File: config.mk
export PLATFORM = sky130hd
export DESIGN_NAME = apb_narrow_bridge
export DESIGN_NICKNAME = d
export VERILOG_FILES = /design/src/rtl/apb_narrow_bridge.sv
export SDC_FILE = /design/constraint.sdc
export NUM_CORES = 1
export LEC_CHECK = 0
export BUFFER_PORTS_ARGS = -buffer_cell sky130_fd_sc_hd__buf_2
export CORE_MARGIN = 2
export CORE_UTILIZATION = 35
export CTS_BUF_LIST = sky130_fd_sc_hd__clkbuf_4
export CTS_CLUSTER_DIAMETER = 200
export DETAILED_ROUTE_END_ITERATION = 6
export PLACE_DENSITY = 0.57
export REMOVE_ABC_BUFFERS = 1
export SKIP_CTS_REPAIR_TIMING = 1
export SYNTH_ARGS = -nofsm -noshare
export SYNTH_HDL_FRONTEND = slang
export SYNTH_SLANG_ARGS = --single-unit
File: constraint.sdc
create_clock -name pclk -period 2.98 [get_ports pclk]
set_input_delay 0.596 -clock pclk [delete_from_list [all_inputs] [get_ports pclk]]
set_output_delay 0.596 -clock pclk [all_outputs]
set_load 0.01 [all_outputs]
File: src/rtl/apb_narrow_bridge.sv
module apb_narrow_bridge #(
  parameter int STROBE_CLKS = 2
) (
  input  logic        pclk,
  input  logic        presetn,
  input  logic        psel,
  input  logic        penable,
  input  logic        pwrite,
  input  logic [31:0] paddr,
  input  logic [31:0] pwdata,
  output logic [31:0] prdata,
  output logic        pready,
  output logic        pslverr,
  output logic [7:0]  ext_ad_o,
  input  logic [7:0]  ext_ad_i,
  output logic        ext_ad_oe,
  output logic        ext_ale,
  output logic        ext_rd,
  output logic        ext_wr
);
  localparam int TW = (STROBE_CLKS > 1) ? $clog2(STROBE_CLKS) : 1;

  typedef enum logic [1:0] {S_IDLE, S_ADDR, S_DATA, S_DONE} st_t;

  st_t          st;
  logic [1:0]   acyc_m1, dcyc_m1;
  logic         rmode;
  logic [31:0]  addr_q, wdata_q, rdata_q;
  logic         wr_q, byte_q;
  logic [TW-1:0] tick;
  logic [1:0]   bcnt, sub;

  wire        reg_sel   = paddr[31];
  wire        acc       = psel & penable;
  wire        idle      = (st == S_IDLE);
  wire        reg_acc   = acc & reg_sel & idle;
  wire        start     = acc & ~reg_sel & idle;
  wire        last_tick = (tick == TW'(STROBE_CLKS - 1));
  wire [1:0]  aidx      = acyc_m1 - bcnt;
  wire [1:0]  lane      = byte_q ? 2'd0 : sub;
  wire [31:0] addr_seq  = (wr_q | byte_q) ? addr_q : {addr_q[31:2], sub};
  wire [7:0]  abyte     = addr_seq[{aidx, 3'b000} +: 8];
  wire [7:0]  wbyte     = wdata_q[{bcnt, 3'b000} +: 8];
  wire [31:0] regval    = paddr[2] ? {31'd0, rmode} : {26'd0, dcyc_m1, 2'b00, acyc_m1};

  assign ext_ale   = (st == S_ADDR);
  assign ext_rd    = (st == S_DATA) & ~wr_q;
  assign ext_wr    = (st == S_DATA) & wr_q;
  assign ext_ad_oe = ext_ale | ext_wr;
  assign ext_ad_o  = ext_ale ? abyte : (ext_wr ? wbyte : 8'h00);
  assign pready    = reg_acc | (st == S_DONE);
  assign pslverr   = 1'b0;
  assign prdata    = reg_sel ? regval : rdata_q;

  always_ff @(posedge pclk or negedge presetn) begin
    if (!presetn) begin
      acyc_m1 <= 2'd3;
      dcyc_m1 <= 2'd3;
      rmode   <= 1'b0;
    end else if (reg_acc && pwrite) begin
      if (paddr[2]) rmode <= pwdata[0];
      else begin
        acyc_m1 <= pwdata[1:0];
        dcyc_m1 <= pwdata[5:4];
      end
    end
  end

  always_ff @(posedge pclk or negedge presetn) begin
    if (!presetn) begin
      st      <= S_IDLE;
      addr_q  <= '0;
      wdata_q <= '0;
      rdata_q <= '0;
      wr_q    <= 1'b0;
      byte_q  <= 1'b0;
      tick    <= '0;
      bcnt    <= '0;
      sub     <= '0;
    end else begin
      case (st)
        S_IDLE: if (start) begin
          addr_q  <= paddr;
          wdata_q <= pwdata;
          wr_q    <= pwrite;
          byte_q  <= rmode;
          rdata_q <= '0;
          tick    <= '0;
          bcnt    <= '0;
          sub     <= '0;
          st      <= S_ADDR;
        end
        S_ADDR: if (last_tick) begin
          tick <= '0;
          if (bcnt == acyc_m1) begin
            bcnt <= '0;
            st   <= S_DATA;
          end else bcnt <= bcnt + 2'd1;
        end else tick <= tick + TW'(1);
        S_DATA: if (last_tick) begin
          tick <= '0;
          if (wr_q) begin
            if (bcnt == dcyc_m1) st <= S_DONE;
            else bcnt <= bcnt + 2'd1;
          end else begin
            rdata_q[{lane, 3'b000} +: 8] <= ext_ad_i;
            if (byte_q || sub == 2'd3) st <= S_DONE;
            else begin
              sub <= sub + 2'd1;
              st  <= S_ADDR;
            end
          end
        end else tick <= tick + TW'(1);
        default: st <= S_IDLE;
      endcase
    end
  end
endmodule


# ---- Yosys cells after proc, flatten, opt, wreduce, memory -nomap -nowiden
# Index checks and enable logic that the tools add are counted.
dict set report op_classes {
  shift 4
  add_sub_neg 5
  n_reduce_logical 15
  n_eq_ne 15
  mux 33
  bitwise 13
}
# cell n
set op_table {}
lappend op_table {{32-bit two-way mux} 4}
lappend op_table {{32-bit one-hot mux with 2 select lines} 1}
lappend op_table {{32-bit by 6-bit variable part select with 8-bit output} 2}
lappend op_table {{2-bit two-way mux} 18}
lappend op_table {{32-bit bitwise mux} 1}
lappend op_table {{8-bit by 7-bit variable shift with 32-bit output (first input constant)} 1}
lappend op_table {{8-bit by 7-bit variable part select with 32-bit output} 1}
lappend op_table {{8-bit two-way mux} 2}
lappend op_table {{2-bit one-hot mux with 3 select lines} 2}
lappend op_table {{2-bit inequality test (second input constant)} 5}
lappend op_table {{5-bit AND reduction} 2}
lappend op_table {{2-bit AND reduction} 4}
lappend op_table {{1-bit AND} 7}
lappend op_table {{5-bit negator with 7-bit output} 1}
lappend op_table {{2-bit == test (second input constant)} 3}
lappend op_table {{6-bit two-way mux} 1}
lappend op_table {{2-bit by 1-bit inequality test with 1-bit output (second input constant)} 3}
lappend op_table {{6-bit AND reduction} 1}
lappend op_table {{2-bit by 1-bit adder with 2-bit output (second input constant)} 2}
lappend op_table {{2-bit == test} 2}
lappend op_table {{2-bit one-hot mux with 2 select lines} 1}
lappend op_table {{4-bit AND reduction} 1}
lappend op_table {{2-bit nonzero test} 2}
lappend op_table {{3-bit by 2-bit inequality test with 1-bit output (second input constant)} 1}
lappend op_table {{12 further kinds} 17}
dict set report word_totals {
  wordCells 97
  input_bits 77
  reg_bits 110
  output_inout_bits 46
}

# ---- Longest topological paths before layout
# Gate-level depths: netlist of the first run.
dict set report logic_depth {
  word_depth 7
  mapped_depth 9
  mapped_depth_nobuf 7
}

# ---- Least setup slack after synthesis of the first run
# OpenSTA, ideal clock, no wires.
dict set report synth_timing {
  path_kind {register to output}
  from {register acyc_m1[0]}
  to {output port ext_ad_o[2]}
  setup_slack_ps 578
  t_arrival_ps 1806
  path_buffers 0
  required_ps 2384
  stages_incl_launch_ff 7
  cell_sequence {dfstp_2 inv_1 ha_1 xnor3_2 mux4_2 nand2_1 nand2_1}
}
dict set report synth_via {
  elab_chain_cells 3
}
# element line
set synth_lines {}
lappend synth_lines {{start, declared} 26} ;# logic [1:0] acyc_m1, dcyc_m1;
lappend synth_lines {{start signal, assigned} 63} ;# acyc_m1 <= pwdata[1:0];
lappend synth_lines {{2-bit subtractor} 39} ;# wire [1:0] aidx = acyc_m1 - bcnt;
lappend synth_lines {{32-bit by 6-bit variable part select with 8-bit output} 42} ;# wire [7:0] abyte = addr_seq[{aidx, 3'b000} +: 8];
lappend synth_lines {{8-bit two-way mux} 50} ;# assign ext_ad_o = ext_ale ? abyte : (ext_wr ? wbyte : 8'h00);
lappend synth_lines {{end, declared} 14} ;# output logic [7:0] ext_ad_o,
# Every way passes these cells.

# ---- Final worst setup path of the first run
dict set report layout_timing {
  from {register acyc_m1[0]}
  to {output port ext_ad_o[7]}
}
# The elaborated chain is that of the path after synthesis.

==> results of run 1 <==
==> registers in the layout, indices dropped and copies added (netlist names), 2 cells and up <==
register / cells
acyc_m1: 2
rdata_q: 32
addr_q: 32
wdata_q: 32
dcyc_m1: 2
bcnt: 2
sub: 2
st: 2
==> cell usage in the layout (no fill, tap or decap), drive strengths merged, types with 3 or more instances in the layout <==
master | synthesis | final
dfrtp | 106 | 106
xnor2 | 5 | 5
nor4 | 3 | 3
o211ai | 5 | 5
a31oi | 4 | 4
nand2 | 62 | 62
a21o | 9 | 9
buf | 11 | 139
o21ai | 22 | 22
clkbuf | 12 | 9
mux2 | 75 | 75
dfstp | 4 | 4
nand3 | 14 | 14
nor2b | 27 | 27
mux2i | 10 | 10
mux4 | 14 | 14
ha | 9 | 9
nand3b | 4 | 4
nor3 | 3 | 3
nor2 | 11 | 11
and4 | 8 | 8
and3 | 3 | 3
inv | 18 | 21
a21oi | 5 | 5
nand2b | 4 | 4
==> layout make-up <==
cell class              count  area [um^2]  area share
flip-flops and latches    110         2758      0.4104
clock inverters             7        103.9     0.01546
well taps                 211        264.0     0.03929
multi-input cells         321         2668      0.3970
clock buffers               9        67.56     0.01006
repair buffers            139        790.8      0.1177
inverters                  18        67.56     0.01006
==> how the worst min path moves through the flow <==
| stage | endpoint | slack [ps] |
|---|---|---|
| after floorplan | addr_q[0]$_DFFE_PN0P_ | 300 |
| after global placement | rdata_q[8]$_DFFE_PN0P_ | 450 |
| after detailed placement | rdata_q[30]$_DFFE_PN0P_ | 460 |
| after CTS | wdata_q[28]$_DFFE_PN0P_ | 90 |
| after global routing | wdata_q[0]$_DFFE_PN0P_ | 90 |
| final | wdata_q[0]$_DFFE_PN0P_ | 90 |
==> routing by layer <==
metal / global-route usage / vias to the layer above
met4: 0.03416 / 0
met5: 0 / -
met2: 0.2845 / 128
met1: 0.1995 / 1943
li1: - / 1919
met3: 0.06111 / 4
==> per-stage QoR <==
| stage | instances | power (W) |
|---|---|---|
| after global placement | 793 | 0.004935 |
| after detailed placement | 793 | 0.005026 |
| after floorplan | 448 | 0.004161 |
| after global routing | 815 | 0.006507 |
| final | 815 | 0.006090 |
| after CTS | 809 | 0.005923 |
==> power groups by stage <==
stage | sequential, W | clock, W | combinational, W
2_1_floorplan | 0.00233 | 0 | 0.00183
3_3_place_gp | 0.00242 | 0 | 0.00252
3_5_place_dp | 0.00245 | 0 | 0.00258
4_1_cts | 0.00241 | 0.000923 | 0.00259
5_1_grt | 0.00250 | 0.000979 | 0.00303
6_report | 0.00242 | 0.000891 | 0.00278
==> cells by family after synthesis <==
family,after synthesis
simple gates,145
buf+inv,41
other cells,1
flops,110
xor+xnor,6
mux,99
compound gates,60
fa+ha+maj,9
==> results.md, run 1 <==
* Outcome: complete, but fails checks
* Failing checks: setup timing
* Unrepaired setup endpoints after global routing: yes
* Final Hold Viols at 0
* Cell mode on critical path: nand2_1
* Mux cell area share after synthesis at 0.2288
* Critical path endpoint category: output port
* EDFF count, synth at 0
* Worst Setup EP: ext_ad_o[7]
* Met2 Routed Length at 6511 um
* Kind of cell adding the most delay to the critical path: flip-flops
* Die height at 129.4 um
* PortBufs at 121
* Core area at 15310 um^2
* FF-to-FF End: rdata_q[27]$_DFFE_PN0P_
* Post-synth top cells: dfrtp_1 (106), mux2_2 (75), nand2_1 (62)
* Post-synthesis register bit count at 110
* Yosys warns at 0
* Largest family of logic cells by synthesized area: multiplexers
* WP buf/inv at 3
* Global-route wire length before repair at 21200 um
* Cell area after synthesis at 5507 um^2
* Vias at 3994
* Global Route Usage Sum at 0.1651
* Routed vias/inst at 4.901
* Synth Area in Compound Gates at 0.07067
* Wire per inst at 16.36 um
* Final nets at 685
* Critical path required time at 2380 ps
* Rows at 45
* # IOs at 123
* NetSw at 0.002247 W
* Post-DP HPWL at 10050 um
* Final Slew Violations at 0
* CTS tree: done
* Leakage at 3.189 nW
* Largest vdd supply drop at 0.6086 mV
* Register-to-Register Path Depth at 6
* TritonCTS Buffers at 9
* Prevailing post-synth register cell: dfrtp_1
* Starting Density at 0.3596
* Clock latency on the worst-skew pair at 510 ps
* Synth Area in Adders at 0.02045
* CP Launch Type: register
* Final worst slack at -89.29 ps
* Area Growth Syn to Fin at 22.02%
* Layout cell share with drive strength beyond 1 at 0.4387
* Global route total overflow at 0
* CP Cell Sequence: inv_2, ha_4, buf_4, xnor3_2, mux4_2, nand2_1, nand2_1, buf_2
* Clk sinks at 110
* Async set or reset register ratio after synthesis at 1.000
* Count leader, synth: dfrtp_1
* Die footprint at 16750 um^2
* WHS at 89.34 ps
* # setup viols final at 7
* DR pass1 iterations at 4
* Worst-margin pin slew at 738.3 ps
* Filler Cells Inserted at 1536
* Met3 wire len at 1013 um
* Total wire length at 13340 um
* Cell area after layout at 6719 um^2
* DRT iter0 DRCs at 160
* Reg2reg setup slack at 710 ps
* P_int at 0.003843 W
* Flop pwr share at 0.397
* CP max-delay cell: dfstp_2
* Synth top area share at 0.4817
* Mean Syn Cell Area at 11.69 um^2
* CP max FO at 3
* Dpl ws at 316.5 ps
* Gate Count Post-Synth at 471
* Fin util at 0.4387
* DRC viols at 0
* Crit path largest cell delay at 590 ps
* ANT cells at 0
* Peak Freq at 325.8 MHz
* Setup TNS at -401.9 ps
* Deepest clock path buffer count at 2
* Max Cap Violations at 0
* Unique masters post-synth at 45
* Slew HR at 0.5037
* Post-synthesis xor/xnor area fraction at 0.01227
* Power density cells at 906.3 nW/um^2
* Switching Fraction at 0.3689
* FF-to-FF Start: byte_q$_DFFE_PN0P_
* Sequential share of the synthesized area at 0.5008
* Area leader, netlist: dfrtp_1
* Vias in the first global route at 4113
* Max Clock Skew at 28.03 ps
* Floorplan die width at 129.4 um
* Final period utilization at 1.030
* Number of cells on the critical path at 8
* Root Buffer: clkbuf_4
* Worst setup path start: acyc_m1[0]$_DFFE_PN1P_
* GPL Wtd Cong at 0.7855
* Initial antenna violation count at 0
* Gate power share at 0.456
* Critical path arrival at 2470 ps
* Wire length on met1 at 5752 um
* Clock Power Share at 0.146
* Top post-synthesis cells by area: dfrtp_1 (48%), mux2_2 (15%), mux4_2 (5.7%)
* HP Class: in -> async
* Placed Area at 6401 um^2
* Largest net degree at the start of global routing at 51
* CP Class: reg -> out
* CTS H-tree depth at 3
* Uppermost layer routed: met4
* Fin crit period at 3069 ps
* Clock transition at path regs at 190 ps
* Antenna-violating nets left at 0
* Simple-gate share of the synthesized area at 0.1354
Note: power is estimated with default switching activity, not from simulation.
==> run 2, diff against run 1 <==
--- a/config.mk
+++ b/config.mk
@@ -12,7 +12,7 @@
 export CTS_CLUSTER_DIAMETER = 200
 export DETAILED_ROUTE_END_ITERATION = 6
 export PLACE_DENSITY = 0.57
-export REMOVE_ABC_BUFFERS = 1
+export SETUP_SLACK_MARGIN = 0.15
 export SKIP_CTS_REPAIR_TIMING = 1
 export SYNTH_ARGS = -nofsm -noshare
 export SYNTH_HDL_FRONTEND = slang
==> run 2 against run 1 <==
Effect of this change: the run still ends with setup timing left; count of clock-buffer cells in the layout rose by 1; cell area fell by 1.2%; clock power fell by 11%; combinational power fell by 2%; routed wire length rose by 0.91%.
==> results.md, run 2 (same netlist as run 1, synthesis figures left out) <==
* Outcome: complete, but fails checks
* Failing checks: setup timing
* Commonest non-fill, non-tap cell in the layout: buf_2
* FF-to-FF End: rdata_q[29]$_DFFE_PN0P_
* Floorplan die width at 129.4 um (unchanged)
* Placed Area at 6401 um^2 (unchanged)
* Clock latency on the worst-skew pair at 500 ps (about the same)
* CP max FO at 7 (+4)
* Cell area after layout at 6639 um^2 (-1.2%)
* NetSw at 0.002193 W (-2.4%)
* Global Route Usage Sum at 0.1677 (+0.002679)
* Global route total overflow at 0 (unchanged)
* Vias at 4049 (+1.4%)
* DR pass1 iterations at 4 (unchanged)
* Most frequent cells in the layout: buf_2 (118), dfrtp_1 (106), mux2_2 (75)
* PortBufs at 121 (unchanged)
* Deepest clock path buffer count at 2 (unchanged)
* Total wire length at 13460 um (+0.91%)
* Final period utilization at 1.043 (+0.01309)
* # setup viols final at 8 (+1)
* Post-DP HPWL at 9918 um (-1.3%)
* Final cell count without fillers at 812 (-0.37%)
* Fin crit period at 3108 ps (+39.00 ps)
* Rows at 45 (unchanged)
* Starting Density at 0.3596 (unchanged)
* Reg2reg setup slack at 740 ps (+30 ps)
* Filler Cells Inserted at 1493 (-2.8%)
* Clk sinks at 110 (unchanged)
* Gate power share at 0.460 (+0.004)
* Fin util at 0.4335 (-0.005228)
* # IOs at 123 (unchanged)
* Biggest regs: addr_q (32), rdata_q (32), wdata_q (32)
* DRC viols at 0 (unchanged)
* Switching Fraction at 0.3698 (+0.0008877)
* Worst-margin pin slew at 717.8 ps (-20.49 ps)
* Critical path arrival at 2510 ps (+40 ps)
* Global-route wire length before repair at 21530 um (+1.6%)
* Die footprint at 16750 um^2 (unchanged)
* Peak Freq at 321.7 MHz (-1.3%)
* Largest vdd supply drop at 0.5163 mV (-15%)
* Final Slew Violations at 0 (unchanged)
* Leakage at 3.158 nW (-0.97%)
* Critical path required time at 2380 ps (about the same)
* Area Growth Syn to Fin at 20.56%
* ANT cells at 0 (unchanged)
* FF-to-FF Start: byte_q$_DFFE_PN0P_
* GPL Wtd Cong at 0.7951 (+1.2%)
* Clock Power Share at 0.133 (-0.013)
* Slew HR at 0.5178 (+0.01408)
* Placed cells at 793 (unchanged)
* CP max-delay cell: dfstp_2
* Max Clock Skew at 26.21 ps (-1.825 ps)
* Antenna-violating nets left at 0 (unchanged)
* Mapped Nets at 557
* Register area at 2758 um^2 (unchanged)
* Critical path endpoint category: output port
* CP Class: reg -> out
* Power density cells at 893.4 nW/um^2 (-1.4%)
* Largest net degree at the start of global routing at 67 (+31%)
* Wire per inst at 16.57 um (+1.3%)
* Final Hold Viols at 0 (unchanged)
* Initial antenna violation count at 1 (+1)
* Register-to-Register Path Depth at 6 (unchanged)
* CP Cell Sequence: inv_2, ha_4, xnor3_4, mux4_2, nand2_1, nand2_1, buf_2
* CTS H-tree depth at 3 (unchanged)
* Clock transition at path regs at 180 ps (about the same)
* Total power at 0.005931 W (-2.6%)
* Vias in the first global route at 4097 (-0.39%)
* Routed vias/inst at 4.986 (+1.8%)
* Area of the multi-input gates at 2629 um^2 (-1.5%)
* Flop pwr share at 0.406 (+0.009)
* Crit path largest cell delay at 590 ps (about the same)
* Dpl ws at 290.1 ps (-26.32 ps)
* Core area at 15310 um^2 (unchanged)
* Final nets at 682 (-0.44%)
* TritonCTS Buffers at 9 (unchanged)
* HP Class: in -> async
* CP Launch Type: register
* DRT iter0 DRCs at 281 (+76%)
* Die height at 129.4 um (unchanged)
* P_int at 0.003738 W (-2.7%)
* Layout cell share with drive strength beyond 1 at 0.4293 (-0.009457)
* Final worst slack at -128.3 ps (-39.00 ps)
* Unrepaired setup endpoints after global routing: yes
* CTS tree: done
* Cell mode on critical path: nand2_1
* Max Cap Violations at 0 (unchanged)
* Root Buffer: clkbuf_4
-- run 2: changes by cell type in the layout (fill, tap and decap cells not counted), moves of 2 or more --
cell	previous run	this run
xnor3_2	2	0
nand2_1	58	62
buf_6	4	2
nand2_2	4	0
buf_4	16	14
-- run 2: through the flow --
step	TNS, ps	hold slack (ps)
floorplan	0	300.4
global placement	0	451.1
detailed placement	0	462.4
CTS	-2080	81.06
global route	-1992	79.18
finish	-777.9	94.74
-- run 2: area by class of cell --
class / instances / area share
clock buffer: 10 / 0.01131
multi-input combinational: 320 / 0.3960
tap: 211 / 0.03977
timing repair buffer: 137 / 0.1172
sequential: 110 / 0.4154
clock inverter: 6 / 0.01018
inverter: 18 / 0.01018
-- run 2: routing by layer --
layer  track usage  vias to the layer above  share of wire
met3       0.05863                       15          0.071
li1              -                     1923              -
met1        0.2178                     1988           0.45
met4       0.04111                        2          0.014
met2        0.2709                      121           0.46
met5             0                        -        0.00074
-- run 2: worst max-delay path, delay by kind of cell, from the launching register on --
kind,cells,cell delay (ps)
buffers and inverters,2,190
flip-flops,1,590
adder cells (fa/ha/maj),1,160
AND/OR/NAND/NOR,2,160
multiplexers,1,520
XOR/XNOR,1,390
-- run 2: worst max path at each step --
stage | end | cells after the start | from
2_1_floorplan | ext_ad_o[2] | 6 | acyc_m1[0]$_DFFE_PN1P_
3_3_place_gp | ext_ad_o[2] | 7 | acyc_m1[0]$_DFFE_PN1P_
3_5_place_dp | ext_ad_o[2] | 7 | acyc_m1[0]$_DFFE_PN1P_
4_1_cts | ext_ad_o[2] | 7 | acyc_m1[0]$_DFFE_PN1P_
5_1_grt | ext_ad_o[4] | 7 | acyc_m1[0]$_DFFE_PN1P_
6_report | ext_ad_o[2] | 7 | acyc_m1[0]$_DFFE_PN1P_
-- run 2: power groups by stage --
| stage | sequential [W] | clock (W) | combinational [W] |
|---|---|---|---|
| 3_5_place_dp | 0.00244 | 0 | 0.00259 |
| 4_1_cts | 0.00241 | 0.000837 | 0.00260 |
| 3_3_place_gp | 0.00241 | 0 | 0.00252 |
| 5_1_grt | 0.00249 | 0.000891 | 0.00301 |
| 2_1_floorplan | 0.00230 | 0 | 0.00189 |
| 6_report | 0.00241 | 0.000791 | 0.00273 |
==> run 3, diff against run 2 <==
--- a/config.mk
+++ b/config.mk
@@ -6,12 +6,14 @@
 export NUM_CORES = 1
 export LEC_CHECK = 0
 export BUFFER_PORTS_ARGS = -buffer_cell sky130_fd_sc_hd__buf_2
+export CELL_PAD_IN_SITES_DETAIL_PLACEMENT = 1
+export CELL_PAD_IN_SITES_GLOBAL_PLACEMENT = 2
 export CORE_MARGIN = 2
 export CORE_UTILIZATION = 35
 export CTS_BUF_LIST = sky130_fd_sc_hd__clkbuf_4
 export CTS_CLUSTER_DIAMETER = 200
 export DETAILED_ROUTE_END_ITERATION = 6
-export PLACE_DENSITY = 0.57
+export PLACE_DENSITY = 0.8
 export SETUP_SLACK_MARGIN = 0.15
 export SKIP_CTS_REPAIR_TIMING = 1
 export SYNTH_ARGS = -nofsm -noshare
==> run 3 against run 2 <==
Effect of this change: the flow still finishes with violations (setup timing); critical path depth unchanged; largest cell class unchanged; fmax increased by 1.0%; sequential power about the same; clock power decreased by 14%.
==> results.md, run 3 (same netlist as run 1, synthesis figures left out) <==
* Outcome: complete, but fails checks
* Failing checks: setup timing
* Power density cells at 879.1 nW/um^2 (-1.6%)
* Global Route Usage Sum at 0.1726 (+0.004856)
* CTS tree: done
* Unrepaired setup endpoints after global routing: yes
* Root Buffer: clkbuf_4
* Antenna-violating nets left at 0 (unchanged)
* Vias at 4084 (+0.86%)
* Max Cap Violations at 0 (unchanged)
* Final Hold Viols at 0 (unchanged)
* Leakage at 3.115 nW (-1.3%)
* # setup viols final at 6 (-2)
* Largest vdd supply drop at 0.3963 mV (-23%)
* Final nets at 681 (-0.15%)
* Slew HR at 0.4586 (-0.05919)
* CP Launch Type: register
* CTS H-tree depth at 3 (unchanged)
* Rows at 45 (unchanged)
* Critical path required time at 2380 ps (about the same)
* GPL Wtd Cong at 0.7443 (-6.4%)
* Deepest clock path buffer count at 2 (unchanged)
* Global-route wire length before repair at 22040 um (+2.3%)
* TritonCTS Buffers at 9 (unchanged)
* Die height at 129.4 um (unchanged)
* Max Clock Skew at 18.87 ps (-7.333 ps)
* Most frequent cells in the layout: buf_2 (118), dfrtp_1 (106), mux2_2 (75)
* HP Class: in -> async
* Mapped Nets at 557 (unchanged)
* Total wire length at 13940 um (+3.6%)
* Dpl ws at 285.3 ps (-4.838 ps)
* Layout cell share with drive strength beyond 1 at 0.4250 (-0.004285)
* Global route total overflow at 0 (unchanged)
* Die footprint at 16750 um^2 (unchanged)
* Core area at 15310 um^2 (unchanged)
* Clock transition at path regs at 180 ps (about the same)
* CP max FO at 8 (+1)
* Vias in the first global route at 4153 (+1.4%)
* Initial antenna violation count at 2 (+1)
* Commonest non-fill, non-tap cell in the layout: buf_2
* Wire per inst at 17.17 um (+3.6%)
* FF-to-FF Start: byte_q$_DFFE_PN0P_
* # IOs at 123 (unchanged)
* Post-DP HPWL at 10530 um (+6.2%)
* Critical path endpoint category: output port
* Largest net degree at the start of global routing at 72 (+7.5%)
* Worst-margin pin slew at 805.4 ps (+87.60 ps)
* Reg2reg setup slack at 680 ps (-60 ps)
* Worst setup path start: acyc_m1[0]$_DFFE_PN1P_
* WHS at 53.16 ps (-41.58 ps)
* Setup TNS at -509.0 ps (+268.9 ps)
* DRT iter0 DRCs at 147 (-48%)
* Biggest regs: addr_q (32), rdata_q (32), wdata_q (32)
* CP Class: reg -> out
* Fin crit period at 3077 ps (-31.33 ps)
* Clk sinks at 110 (unchanged)
* Routed vias/inst at 5.030 (+0.86%)
* Area Growth Syn to Fin at 19.04%
* Final worst slack at -96.96 ps (+31.33 ps)
* Final period utilization at 1.033 (-0.01051)
* Starting Density at 0.3596 (unchanged)
* Floorplan die width at 129.4 um (unchanged)
* Peak Freq at 325.0 MHz (+1.0%)
* DRC viols at 0 (unchanged)
* Total power at 0.005762 W (-2.9%)
* Critical path arrival at 2480 ps (-30 ps)
* Final Slew Violations at 0 (unchanged)
* PortBufs at 121 (unchanged)
* DR pass1 iterations at 4 (unchanged)
* Clock latency on the worst-skew pair at 490 ps (about the same)
run 3: worst paths after layout:
check,endpoint,cells past startpoint
setup / recovery,ext_ad_o[5],7
hold / removal,rdata_q[22]$_DFFE_PN0P_,1
setup reg to reg,rdata_q[9]$_DFFE_PN0P_,5
hold reg to reg,rdata_q[24]$_DFFE_PN0P_,1
max in group asynchronous,acyc_m1[1]$_DFFE_PN1P_,2
min in group pclk,addr_q[16]$_DFFE_PN0P_,2
run 3: cell type report:
type | count | area [um^2]
Fill cell | 1726 | 8760
Sequential cell | 110 | 2758
Multi-Input combinational cell | 320 | 2606
Clock inverter | 6 | 36.28
Timing Repair Buffer | 136 | 745.7
Clock buffer | 10 | 75.07
Tap cell | 211 | 264.0
Antenna cell | 1 | 2.502
Inverter | 18 | 67.56
run 3: routing by layer:
layer / up-vias / track usage / share of wire
met5: - / 0 / 0
met4: 0 / 0.04238 / 0.011
met3: 11 / 0.05078 / 0.062
met2: 102 / 0.2920 / 0.48
met1: 2055 / 0.2190 / 0.44
li1: 1916 / - / -
run 3: per-stage QoR:
| step | instances | area, um^2 | util |
|---|---|---|---|
| finish | 812 | 6555 | 0.4280 |
| global route | 812 | 6555 | 0.4280 |
| CTS | 809 | 6500 | 0.4244 |
| detailed placement | 793 | 6389 | 0.4172 |
| global placement | 793 | 6389 | 0.4172 |
| floorplan | 471 | 5507 | - |
run 3: critical path: stages (launching register included):
cell and delay (ps):
dfstp_2 580, inv_2 50, ha_4 150, xnor3_2 400
mux4_2 540, nand2_1 80, nand2_1 60, buf_2 140
run 3: power by group:
| group | switching (W) | internal, W | leakage, nW |
|---|---|---|---|
| Combinational | 0.00134 | 0.00134 | 1.66 |
| Clock | 0.000500 | 0.000178 | 0.0595 |
| Sequential | 0.000344 | 0.00206 | 1.39 |
